### config.mk
export PLATFORM = sky130hd
export DESIGN_NAME = useq_ctrl
export DESIGN_NICKNAME = d
export VERILOG_FILES = /design/src/rtl/useq_pkg.sv /design/src/rtl/useq_store.sv /design/src/rtl/useq_next.sv /design/src/rtl/useq_cwr.sv /design/src/rtl/useq_ctrl.sv
export SDC_FILE = /design/constraint.sdc
export NUM_CORES = 1
export LEC_CHECK = 0
export CAP_MARGIN = 20
export CORE_MARGIN = 5
export CORE_UTILIZATION = 31
export CTS_CLUSTER_DIAMETER = 200
export DETAILED_ROUTE_END_ITERATION = 10
export DONT_BUFFER_PORTS = 1
export SKIP_CTS_REPAIR_TIMING = 1
export SLEW_MARGIN = 25
export SYNTH_ARGS = -nofsm -noshare
export SYNTH_HDL_FRONTEND = slang
export SYNTH_SLANG_ARGS = --single-unit
### constraint.sdc
create_clock -name clk -period 1.4 [get_ports clk]
set_input_delay 0.28 -clock clk [delete_from_list [all_inputs] [get_ports clk]]
set_output_delay 0.28 -clock clk [all_outputs]
set_load 0.02 [all_outputs]
### src/rtl/useq_pkg.sv
package useq_pkg;

  localparam int COND_W = 2;
  localparam int BR_W   = 3;
  localparam int CTL_W  = 7;
  localparam int WORD_W = COND_W + BR_W + CTL_W;

  typedef enum logic [COND_W-1:0] {
    COND_STEP = 2'b00,  // never branch
    COND_NZ   = 2'b01,  // branch while the zero flag is low
    COND_JUMP = 2'b10,  // always branch
    COND_RSV  = 2'b11   // unused: treated as never branch
  } cond_e;

  typedef struct packed {
    cond_e             cond;
    logic [BR_W-1:0]   br;
    logic [CTL_W-1:0]  ctl;   // bit CTL_W-1 = C0 ... bit 0 = C6
  } uword_t;

  // Microprogram, computed per address; anything past the end reads as a no-op.
  function automatic uword_t program_word(input int addr);
    uword_t w;
    w = '{cond: COND_STEP, br: '0, ctl: '0};
    case (addr)
      0: w.ctl = 7'b1100000;                          // clear acc, load multiplicand
      1: w.ctl = 7'b0010000;                          // load multiplier
      2: w.ctl = 7'b0001101;                          // add, decrement, store
      3: begin w.cond = COND_NZ;   w.br = 3'd2; end   // loop test
      4: w.ctl = 7'b0000010;                          // present result
      5: begin w.cond = COND_JUMP; w.br = 3'd5; end   // park
      default: ;
    endcase
    return w;
  endfunction

endpackage

### src/rtl/useq_store.sv
module useq_store
  import useq_pkg::*;
#(
  parameter int ADDR_W = 3,
  parameter int DEPTH  = 6
) (
  input  logic [ADDR_W-1:0] addr,
  output uword_t            word
);

  localparam int SLOTS = 1 << ADDR_W;

  uword_t rom [SLOTS];

  for (genvar i = 0; i < SLOTS; i++) begin : g_word
    if (i < DEPTH) begin : g_used
      assign rom[i] = program_word(i);
    end else begin : g_blank
      assign rom[i] = '{cond: COND_STEP, br: '0, ctl: '0};
    end
  end

  assign word = rom[addr];

endmodule

### src/rtl/useq_next.sv
module useq_next
  import useq_pkg::*;
#(
  parameter int ADDR_W = 3,
  parameter int DEPTH  = 6
) (
  input  logic              clk,
  input  logic              rst_n,
  input  logic              zero_flag,
  input  cond_e             cur_cond,
  input  logic [BR_W-1:0]   cur_br,
  output logic [ADDR_W-1:0] mpc,
  output logic [ADDR_W-1:0] nxt
);

  logic take;

  // Condition multiplexer.
  always_comb begin
    unique case (cur_cond)
      COND_STEP: take = 1'b0;
      COND_NZ:   take = ~zero_flag;
      COND_JUMP: take = 1'b1;
      default:   take = 1'b0;
    endcase
  end

  // Load or increment.
  always_comb begin
    if (take) nxt = ADDR_W'(cur_br);
    else      nxt = mpc + 1'b1;
  end

  always_ff @(posedge clk) begin
    if (!rst_n) mpc <= '0;
    else        mpc <= nxt;
  end

  a_r3_step_never_branches: assert property (@(posedge clk) disable iff (!rst_n)
    (cur_cond == COND_STEP || cur_cond == COND_RSV) |=> mpc == $past(mpc) + 1'b1);

  a_r3_jump_always_loads: assert property (@(posedge clk) disable iff (!rst_n)
    (cur_cond == COND_JUMP) |=> mpc == ADDR_W'($past(cur_br)));

  a_r6_loop_while_nonzero: assert property (@(posedge clk) disable iff (!rst_n)
    (cur_cond == COND_NZ && !zero_flag) |=> mpc == ADDR_W'($past(cur_br)));

  a_r6_exit_on_zero: assert property (@(posedge clk) disable iff (!rst_n)
    (cur_cond == COND_NZ && zero_flag) |=> mpc == $past(mpc) + 1'b1);

  a_r4_in_range: assert property (@(posedge clk) disable iff (!rst_n)
    int'(mpc) < DEPTH);

endmodule

### src/rtl/useq_cwr.sv
module useq_cwr
  import useq_pkg::*;
(
  input  logic             clk,
  input  logic             rst_n,
  input  uword_t           fetched,
  output uword_t           cur,
  output logic [CTL_W-1:0] lines
);

  localparam uword_t RESET_WORD = program_word(0);

  always_ff @(posedge clk) begin
    if (!rst_n) cur <= RESET_WORD;
    else        cur <= fetched;
  end

  // Field stores C0 in its top bit; port bit i carries Ci.
  for (genvar i = 0; i < CTL_W; i++) begin : g_line
    assign lines[i] = cur.ctl[CTL_W-1-i];
  end

  a_r4_word_follows_fetch: assert property (@(posedge clk) disable iff (!rst_n)
    1'b1 |=> cur == $past(fetched));

endmodule

### src/rtl/useq_ctrl.sv
module useq_ctrl
  import useq_pkg::*;
#(
  parameter int ADDR_W    = 3,
  parameter int DEPTH     = 6,
  parameter int HALT_ADDR = 5
) (
  input  logic             clk,
  input  logic             rst_n,
  input  logic             zero_flag,
  output logic [CTL_W-1:0] ctl,
  output logic             done
);

  logic [ADDR_W-1:0] mpc;
  logic [ADDR_W-1:0] nxt;
  uword_t            fetched;
  uword_t            cur;

  useq_next #(.ADDR_W(ADDR_W), .DEPTH(DEPTH)) u_next (
    .clk       (clk),
    .rst_n     (rst_n),
    .zero_flag (zero_flag),
    .cur_cond  (cur.cond),
    .cur_br    (cur.br),
    .mpc       (mpc),
    .nxt       (nxt)
  );

  useq_store #(.ADDR_W(ADDR_W), .DEPTH(DEPTH)) u_store (
    .addr (nxt),
    .word (fetched)
  );

  useq_cwr u_cwr (
    .clk     (clk),
    .rst_n   (rst_n),
    .fetched (fetched),
    .cur     (cur),
    .lines   (ctl)
  );

  assign done = (mpc == ADDR_W'(HALT_ADDR));

  a_r1_start_at_zero: assert property (@(posedge clk) disable iff (!rst_n)
    $rose(rst_n) |-> (mpc == '0 && ctl == 7'b0000011 && !done));

  a_r7_halt_sticky: assert property (@(posedge clk) disable iff (!rst_n)
    done |=> done);

  a_r7_halt_quiet: assert property (@(posedge clk) disable iff (!rst_n)
    done |-> ctl == '0);

  a_r5_order_after_start: assert property (@(posedge clk) disable iff (!rst_n)
    (mpc == '0) |=> mpc == ADDR_W'(1));

endmodule

==> out/results.ini, run 1 <==
[place]
portBuffers = 0
place_hpwl_um = 560.1
gp_congestion = 0.6294
place_area_um2 = 490.5
place_ws_ns = -0.0002700
placed_cells = 63

[global_routing]
grt_pass1_wl_mm = 1.290
grt_use_met3 = 0.02663
antenna_found_initial = 0
grt.busiest_layer = met2
grt_overflow = 0
met1_usage = 0.08021
grt_pass1_vias = 295
track_usage = 0.06988
grt_max_degree = 9
grtUsageMet2 = 0.09833

[pwr]
p_leak_uw = 0.0002359
power_density_nw_per_um2 = 1192
power_uw = 651.7
ir_worst_vdd_uv = 387.4

[logic_synthesis]
synthTopCellsByCount = 9 x dfxtp_1, 7 x buf_4, 5 x nand2_1
synthMuxAreaShare = 0.06173
ys_ff_latch = 9
synth.top_cells.by_area = dfxtp_1 36%, buf_4 10%, ha_1 9.9%
synth_compound_area_frac = 0.1012
synth_top_area_share = 0.3556
synth_async_sr_flop_share = 0
synth.avg_cell_area_um2 = 9.745
yosysTopAreaCell = dfxtp_1
yosysMostFrequentCell = dfxtp_1
synth_nets = 59
synth_top_family_by_area = simple AND/OR/NAND/NOR gates
synth_area_um2 = 506.7
synthSimpleGateAreaFrac = 0.1951
ys.flop_type = dfxtp_1
synth-edff-count = 0
synth_fa_ha_area_frac = 0.09877
yosysUniqueCellTypes = 22
netlist_instances = 52
ys_warn_count = 0
synth_xor_xnor_area_share = 0.03210
yosysSeqAreaShare = 0.3556

[sta]
finalSetupViolations = 0
setup_ws_ns = 0.03985
skew_ns = 0.003289
maxSlewHeadroom = 0.7437
fin_crit_sh = 0.9715
finalHoldViolCount = 0
period_minus_slack_ns = 1.360
rsz0062_at_grt = true
worst_pin_slew_ns = 0.3839
finalSetupTns_ns = 0
slew_violations = 0
fmax_ghz = 0.7352

[die]
start_util = 0.3325
fp.dieH_um = 50.43
die_w_um = 50.43
placementRows = 14
die_area_um2 = 2543
ios = 11
design.core.area_um2 = 1524

[job]
max-cap-violations = 0

[route]
wirelength_um = 793
drc = 0
drt_first_iter_violations = 3
wl_per_cell_um = 11.66
drt_first_pass_iters = 2
ant_nets = 0
viasPerCell = 4.882
vias = 332

[worst_setup_path]
reg2reg_depth = 6
worst-endpoint-arrival_ns = 1.53
end_kind = flop
cp-start-kind = flop
crit_type = flop to flop
r2r_slack_ns = 0.04
path_max_fanout = 7
cp.required_ns = 1.57

[cells_and_area]
fin_cells = 68
regArea_um2 = 185.2
nets = 60
final_area_um2 = 546.8
drive_gt1_frac = 0.2692
multi_input_area_um2 = 266.5
fillers = 160
syn_to_final_growth_pct = 7.901
n_antenna_cell = 0

[clock_tree]
clockBufferDepth = 2
clock-sinks = 9
cts_root_buf = clkbuf_4
cts_tree = done
clk_latency_ns = 0.26
clk_pin_slew_worst_paths_ns = 0.06
htree_levels = 1
numCtsBuffers = 3

[hold_path]
hold_depth = 1
worstHoldPathType = input pin to flop

[run_status]
status = complete, no violations

cell usage in the layout, fill, tap and decap left out, types with 2 or more instances in the layout:
cell type | Yosys | routed
clkbuf_4 | 0 | 3
dfxtp_1 | 9 | 7
mux2i_1 | 2 | 2
buf_4 | 7 | 3
nand2_1 | 5 | 5
nand3_1 | 2 | 2
inv_1 | 4 | 4
ha_1 | 4 | 4
nor2_1 | 2 | 2
nor3_1 | 3 | 3
o211a_1 | 2 | 2
worst max-delay path, cell delays in order, from the launching register on:
cell	delay [ns]
dfxtp_4	0.36
inv_1	0.04
ha_1	0.17
nor2b_4	0.13
o21ba_4	0.21
buf_6	0.14
nor4b_4	0.24
cell type report:
| cell class | instances | share of cell area |
|---|---|---|
| clock buffers | 4 | 0.04805 |
| inverters | 4 | 0.02746 |
| multi-input cells | 31 | 0.4874 |
| flip-flops and latches | 9 | 0.3387 |
| well taps | 16 | 0.03661 |
| repair buffers | 4 | 0.06178 |
cells by family after synthesis:
kind of cell    Yosys count
flops                     9
compound gates            6
fa+ha+maj                 4
xor+xnor                  1
buf+inv                  12
simple gates             17
mux                       3
through the flow:
stage                     hold slack, ns    util
after floorplan                   0.3584       -
after global placement            0.3740  0.3218
after detailed placement          0.3745  0.3218
after CTS                        0.09957  0.3391
after global routing             0.08555  0.3588
final                             0.1080  0.3588
path summary, 6_finish.rpt:
check | end | from
max | u_cwr.cur[10] | u_cwr.cur[9]
min | u_cwr.cur[6] | rst_n
max reg2reg | u_cwr.cur[10] | u_cwr.cur[9]
min reg2reg | u_cwr.cur[1] | u_next.mpc[0]
power by group:
part / leakage (uW) / switching (uW) / internal, uW
clock network: 0.0000150 / 86.0 / 110
registers: 0.0000750 / 33.7 / 283
logic: 0.000146 / 74.9 / 65.0
sequential cells by signal (all words and copies together) (netlist names):
name        count
u_cwr.cur       6
u_next.mpc      3
routing by layer:
layer	wire length, um	share of wire	vias up
li1	-	-	168
met1	341	0.43	151
met2	366	0.46	11
met3	73	0.092	2
met4	11	0.014	0
met5	0	0	-
(Power assumes the default switching activity.)
==> run 2: changes to the inputs <==
--- a/config.mk
+++ b/config.mk
@@ -5,12 +5,11 @@
 export SDC_FILE = /design/constraint.sdc
 export NUM_CORES = 1
 export LEC_CHECK = 0
-export CAP_MARGIN = 20
+export BUFFER_PORTS_ARGS = -buffer_cell sky130_fd_sc_hd__buf_2
 export CORE_MARGIN = 5
 export CORE_UTILIZATION = 31
 export CTS_CLUSTER_DIAMETER = 200
 export DETAILED_ROUTE_END_ITERATION = 10
-export DONT_BUFFER_PORTS = 1
 export SKIP_CTS_REPAIR_TIMING = 1
 export SLEW_MARGIN = 25
 export SYNTH_ARGS = -nofsm -noshare
==> run 2 against run 1 <==
Non-clock buffer count increased by 10. Sequential share of layout area decreased by 3.2 points. Utilization rose by 4.8 points. Clock skew rose by 0.0014 ns. Worst setup slack improved by 0.0091 ns. Critical path depth did not move. Flip-flop and latch count unchanged. Hold slack improved by 0.18 ns. Clock power barely moved. Die area is the same. First-iteration DRC count increased by 33%. Critical path type unchanged. Critical endpoint is now u_next.mpc[2]. Largest cell class unchanged. Highest routed layer unchanged.
==> out/results.ini, run 2 (synthesis results as in run 1) <==
[worst_setup_path]
path_cells = inv_1 > ha_4 > nor2b_4 > o21ba_4 > buf_6 > o211a_1  ; was inv_1 > ha_1 > nor2b_4 > o21ba_4 > buf_6 > nor4b_4
reg2reg_from = u_cwr.cur[9]  ; unchanged
crit_type = flop to flop  ; unchanged
cp-start-kind = flop  ; unchanged
cp.required_ns = 1.55  ; was 1.57 ns
end_kind = flop  ; unchanged
reg2reg_to = u_next.mpc[2]  ; was u_cwr.cur[10]
reg2reg_depth = 6  ; unchanged
r2r_slack_ns = 0.05  ; was 0.04 ns
critPathTopFamily = compound AO/OA/AOI/OAI gates  ; was simple AND/OR/NAND/NOR gates
path_max_fanout = 5  ; was 7
worst-endpoint-arrival_ns = 1.50  ; was 1.53 ns
cp_slowest_cell = dfxtp_4  ; unchanged
cp_slowest_stage_delay_ns = 0.37  ; was 0.36 ns
crit_buf_inv = 2  ; unchanged

[hold_path]
hold_depth = 2  ; was 1
holdPathEnd = u_cwr.cur[6]  ; unchanged
min_from = rst_n  ; unchanged
worstHoldPathType = input pin to flop  ; unchanged

[global_routing]
antenna_found_initial = 0  ; unchanged
grt_pass1_wl_mm = 1.635  ; was 1.290 mm
grt_max_degree = 9  ; unchanged
grt_overflow = 0  ; unchanged
grt_pass1_vias = 363  ; was 295
track_usage = 0.08690  ; was 0.06988

[cells_and_area]
drive_gt1_frac = 0.4677  ; was 0.2692
syn_to_final_growth_pct = 22.22  ; was 7.901%
largest_reg_flops = 6  ; unchanged
fillers = 159  ; was 160
most-common-layout-cells = 9 x buf_2, 5 x nand2_1, 5 x dfxtp_1, 4 x inv_1  ; was 7 x dfxtp_1, 5 x nand2_1, 4 x inv_1, 4 x ha_1
final_common_cell = buf_2  ; was dfxtp_1
multi_input_area_um2 = 277.8  ; was 266.5 um2
reg_top3 = u_cwr.cur x6, u_next.mpc x3  ; unchanged
n_antenna_cell = 0  ; unchanged
fin_util = 0.4064  ; was 0.3588
regArea_um2 = 190.2  ; was 185.2 um2
nets = 70  ; was 60
regMostFlops = u_cwr.cur  ; unchanged

[pwr]
power_uw = 684.4  ; was 651.7 uW
power_density_nw_per_um2 = 1105  ; was 1192 nW/um2
p_leak_uw = 0.0002873  ; was 0.0002359 uW
ir_worst_vdd_uv = 280.3  ; was 387.4 uV

[sta]
fin_crit_sh = 0.9650  ; was 0.9715
fmax_ghz = 0.7402  ; was 0.7352 GHz
finalSetupViolations = 0  ; unchanged
period_minus_slack_ns = 1.351  ; was 1.360 ns
skew_ns = 0.004653  ; was 0.003289 ns
finalHoldViolCount = 0  ; unchanged
maxSlewHeadroom = 0.8032  ; was 0.7437
worst_pin_slew_ns = 0.2922  ; was 0.3839 ns
slew_violations = 0  ; unchanged

[die]
die_w_um = 50.43  ; unchanged
ios = 11  ; unchanged
start_util = 0.3325  ; unchanged
design.core.area_um2 = 1524  ; unchanged
placementRows = 14  ; unchanged
fp.dieH_um = 50.43  ; unchanged
die_area_um2 = 2543  ; unchanged

[clock_tree]
clock-sinks = 9  ; unchanged
clk_pin_slew_worst_paths_ns = 0.06  ; about the same
cts_tree = done  ; unchanged
htree_levels = 1  ; unchanged
clk_latency_ns = 0.25  ; was 0.26 ns
clockBufferDepth = 2  ; unchanged
cts_root_buf = clkbuf_4  ; unchanged
numCtsBuffers = 3  ; unchanged

[route]
ant_nets = 0  ; unchanged
wl_per_cell_um = 11.95  ; was 11.66 um
drt_first_pass_iters = 3  ; was 2
vias = 370  ; was 332
drt_first_iter_violations = 4  ; was 3
drc = 0  ; unchanged
wirelength_um = 932  ; was 793 um
viasPerCell = 4.744  ; was 4.882

[place]
portBuffers = 10  ; was 0
place_hpwl_um = 677  ; was 560.1 um
gp_congestion = 0.7174  ; was 0.6294

[job]
max-cap-violations = 0  ; unchanged

[run_status]
status = complete, no violations  ; unchanged

==> run 2: routing by layer <==
layer,GRT usage,vias to the layer above,wire length (um),share of wire
met5,0,-,0,0
met4,0.07660,0,14,0.015
met3,0.01775,2,45,0.048
met2,0.1402,10,485,0.52
met1,0.09498,172,388,0.42
li1,-,186,-,-
==> run 2: power breakdown <==
group	switching [uW]	total [uW]	leakage [uW]	internal, uW
clock	87.6	197	0.0000150	110
sequential	18.5	302	0.0000760	283
combinational	103	185	0.000196	82.8
==> run 2: per-stage QoR <==
step | cell area (um2) | setup slack, ns | setup TNS, ns | hold slack (ns) | cells
floorplan | 511.7 | 0.0007403 | 0 | 0.3584 | 52
global placement | 540.5 | 0.003876 | 0 | 0.4962 | 73
detailed placement | 540.5 | -0.02434 | -0.03169 | 0.5013 | 73
CTS | 566.8 | -0.03748 | -0.09061 | 0.2753 | 77
global route | 619.3 | -0.007624 | -0.009155 | 0.3035 | 78
finish | 619.3 | 0.04897 | 0 | 0.2879 | 78
==> run 2: layout make-up <==
class | count | share of cell area
multi-input cells | 31 | 0.4485
flip-flops and latches | 9 | 0.3071
repair buffers | 14 | 0.1455
clock buffers | 4 | 0.04242
well taps | 16 | 0.03232
inverters | 4 | 0.02424
==> run 2: worst max-delay path by stage <==
stage | to | depth (start not counted) | slack [ns] | startpoint
3_5_place_dp | u_cwr.cur[3] | 4 | -0.02 | u_cwr.cur[9]
5_1_grt | u_next.mpc[2] | 6 | -0.008 | u_cwr.cur[9]
3_3_place_gp | u_cwr.cur[3] | 4 | 0.004 | u_cwr.cur[9]
2_1_floorplan | u_cwr.cur[3] | 5 | 0.0007 | u_cwr.cur[9]
6_report | u_next.mpc[2] | 6 | 0.05 | u_cwr.cur[9]
4_1_cts | u_cwr.cur[3] | 4 | -0.04 | u_cwr.cur[9]
==> run 2: worst register-to-register path: stages (launching register included) <==
cell and delay (ns):
dfxtp_4 0.37, inv_1 0.07, ha_4 0.15, nor2b_4 0.12, o21ba_4 0.21, buf_6 0.13
o211a_1 0.21
==> run 3: changes to the inputs <==
--- a/config.mk
+++ b/config.mk
@@ -5,6 +5,7 @@
 export SDC_FILE = /design/constraint.sdc
 export NUM_CORES = 1
 export LEC_CHECK = 0
+export ABC_AREA = 1
 export BUFFER_PORTS_ARGS = -buffer_cell sky130_fd_sc_hd__buf_2
 export CORE_MARGIN = 5
 export CORE_UTILIZATION = 31
==> run 3 against run 2 <==
Cell area decreased by 9.5%. Die area decreased by 0.79%. Register-to-register slack improved by 0.03 ns. Flip-flop and latch count unchanged. Largest cell class unchanged. Hold slack got worse by 0.048 ns. Sequential power about the same. Utilization decreased by 3.9 points. Synthesized cell count increased by 23%. Clock-buffer cell count unchanged. Highest routed layer unchanged. Critical path type is now flop to primary output. Synthesized area decreased by 0.99%.
==> out/results.ini, run 3 <==
[sta]
maxSlewHeadroom = 0.8728  ; was 0.8032
finalHoldViolCount = 0  ; unchanged
slew_violations = 0  ; unchanged
whs_ns = 0.2402  ; was 0.2879 ns
worst_pin_slew_ns = 0.1895  ; was 0.2922 ns
setup_ws_ns = 0.07493  ; was 0.04897 ns
finalSetupViolations = 0  ; unchanged
period_minus_slack_ns = 1.325  ; was 1.351 ns
fin_crit_sh = 0.9465  ; was 0.9650
fmax_ghz = 0.7547  ; was 0.7402 GHz
skew_ns = 0.004523  ; was 0.004653 ns
finalSetupTns_ns = 0  ; unchanged

[logic_synthesis]
synth.avg_cell_area_um2 = 7.840  ; was 9.745 um2
netlist_instances = 64  ; was 52
synth_async_sr_flop_share = 0  ; unchanged
yosysSeqAreaShare = 0.3591  ; was 0.3556
synth_top_area_share = 0.3591  ; was 0.3556
yosysTopAreaCell = dfxtp_1  ; unchanged
synth_area_um2 = 501.7  ; was 506.7 um2
yosysUniqueCellTypes = 13  ; was 22
ys.flop_type = dfxtp_1  ; unchanged
synth.top_cells.by_area = dfxtp_1 36%, buf_4 10%, ha_1 10%  ; was dfxtp_1 36%, buf_4 10%, ha_1 9.9%
synthTopCellsByCount = 11 x inv_1, 10 x nand2_1, 9 x dfxtp_1  ; was 9 x dfxtp_1, 7 x buf_4, 5 x nand2_1
ys_ff_latch = 9  ; unchanged
ys_warn_count = 0  ; unchanged
synth-edff-count = 0  ; unchanged
synth_nets = 71  ; was 59
yosysMostFrequentCell = inv_1  ; was dfxtp_1

[cells_and_area]
final_area_um2 = 560.5  ; was 619.3 um2
fillers = 171  ; was 159
fin_util = 0.3678  ; was 0.4064
syn_to_final_growth_pct = 11.72  ; was 22.22%
multi_input_area_um2 = 232.7  ; was 277.8 um2
regArea_um2 = 182.7  ; was 190.2 um2
n_antenna_cell = 0  ; unchanged
most-common-layout-cells = 11 x inv_1, 10 x nand2_1, 10 x buf_2, 7 x dfxtp_1  ; was 9 x buf_2, 5 x nand2_1, 5 x dfxtp_1, 4 x inv_1
regMostFlops = u_cwr.cur  ; unchanged
largest_reg_flops = 6  ; unchanged
final_common_cell = inv_1  ; was buf_2
reg_top3 = u_cwr.cur x6, u_next.mpc x3  ; unchanged
drive_gt1_frac = 0.4085  ; was 0.4677
nets = 79  ; was 70

[die]
die_w_um = 50.23  ; was 50.43 um
design.core.area_um2 = 1524  ; unchanged
die_area_um2 = 2523  ; was 2543 um2
placementRows = 14  ; unchanged
start_util = 0.3292  ; was 0.3325
fp.dieH_um = 50.23  ; was 50.43 um
ios = 11  ; unchanged

[job]
max-cap-violations = 0  ; unchanged

[worst_setup_path]
reg2reg_to = u_cwr.cur[10]  ; was u_next.mpc[2]
r2r_slack_ns = 0.07  ; was 0.05 ns
end_kind = primary output  ; was flop
cp-start-kind = flop  ; unchanged
crit_type = flop to primary output  ; was flop to flop
reg2reg_from = u_cwr.cur[9]  ; unchanged
worst-endpoint-arrival_ns = 1.05  ; was 1.50 ns
startpoint = u_next.mpc[0]  ; was u_cwr.cur[9]
cp.required_ns = 1.12  ; was 1.55 ns
path_max_fanout = 4  ; was 5
reg2reg_depth = 8  ; was 6

[route]
ant_nets = 0  ; unchanged
vias = 367  ; was 370
drt_first_pass_iters = 2  ; was 3
viasPerCell = 4.218  ; was 4.744
wl_per_cell_um = 8.885  ; was 11.95 um
drt_first_iter_violations = 2  ; was 4
drc = 0  ; unchanged
wirelength_um = 773  ; was 932 um

[global_routing]
antenna_found_initial = 0  ; unchanged
grt_pass1_vias = 320  ; was 363
grt_pass1_wl_mm = 1.283  ; was 1.635 mm
track_usage = 0.07013  ; was 0.08690
grt_overflow = 0  ; unchanged
grt_max_degree = 6  ; was 9

[pwr]
power_density_nw_per_um2 = 1271  ; was 1105 nW/um2
ir_worst_vdd_uv = 481.0  ; was 280.3 uV
p_leak_uw = 0.0003189  ; was 0.0002873 uW

[clock_tree]
cts_root_buf = clkbuf_4  ; unchanged
cts_tree = done  ; unchanged
numCtsBuffers = 3  ; unchanged
clock-sinks = 9  ; unchanged
clk_pin_slew_worst_paths_ns = 0.06  ; about the same
clockBufferDepth = 2  ; unchanged
clk_latency_ns = 0.26  ; was 0.25 ns
htree_levels = 1  ; unchanged

[hold_path]
worstHoldPathType = input pin to flop  ; unchanged
holdPathEnd = u_cwr.cur[6]  ; unchanged
min_from = rst_n  ; unchanged
hold_depth = 2  ; unchanged

[place]
place_area_um2 = 519.2  ; was 540.5 um2
gp_congestion = 0.7592  ; was 0.7174
place_hpwl_um = 603.9  ; was 677 um
portBuffers = 10  ; unchanged
place_ws_ns = 0.05624  ; was -0.02434 ns

[run_status]
status = complete, no violations  ; unchanged

==> run 3: changes by cell type after synthesis, moves of 2 or more <==
cell / delta
inv_2: +2
nand2_1: +5
nor2_1: +2
o211a_1: -2
nand2_2: +5
nand3_1: +3
mux2i_1: -2
nand3_2: +2
inv_1: +7
nand2_4: +2
==> run 3: power breakdown <==
part,leakage [uW],internal (uW),switching [uW]
combinational,0.000229,67.6,140
sequential,0.0000748,286,15.5
clock,0.0000150,110,93.2
==> run 3: worst max-delay path by stage <==
stage,endpoint,slack [ns],cells after the start
2_1_floorplan,u_cwr.cur[6],0.19,8
3_3_place_gp,u_cwr.cur[9],0.10,7
3_5_place_dp,u_cwr.cur[9],0.06,7
4_1_cts,u_cwr.cur[9],0.04,7
5_1_grt,u_cwr.cur[4],-0.01,7
6_report,done,0.07,4
==> run 3: stage by stage <==
| stage | power, uW | std cells |
|---|---|---|
| 2_1_floorplan | 484.3 | 64 |
| 3_3_place_gp | 502.2 | 83 |
| 3_5_place_dp | 504.0 | 83 |
| 4_1_cts | 708.9 | 87 |
| 5_1_grt | 775.2 | 87 |
| 6_report | 712.3 | 87 |
==> run 3: cell type report <==
| type | count | share of cell area |
|---|---|---|
| multi-input combinational | 35 | 0.4152 |
| sequential | 9 | 0.3259 |
| timing repair buffer | 10 | 0.08929 |
| inverter | 13 | 0.08705 |
| clock buffer | 4 | 0.04687 |
| tap | 16 | 0.03571 |
==> run 3: metal layers <==
metal	GRT usage	part of all wire	up-vias
li1	-	-	199
met1	0.06952	0.43	154
met2	0.1046	0.49	10
met3	0.03550	0.044	4
met4	0.06550	0.035	0
met5	0	0	-
==> run 3: cells by family after synthesis <==
kind of cell / share of synthesized area
AND/OR/NAND/NOR: 0.3217
buffers and inverters: 0.2020
flip-flops: 0.3591
adder cells (fa/ha/maj): 0.09975
XOR/XNOR: 0.01746
==> run 3: critical path, cell delays in order (launching register included) <==
cell and delay (ns):
dfxtp_1 0.39, ha_1 0.16, nand2_1 0.05, inv_1 0.04
buf_2 0.15
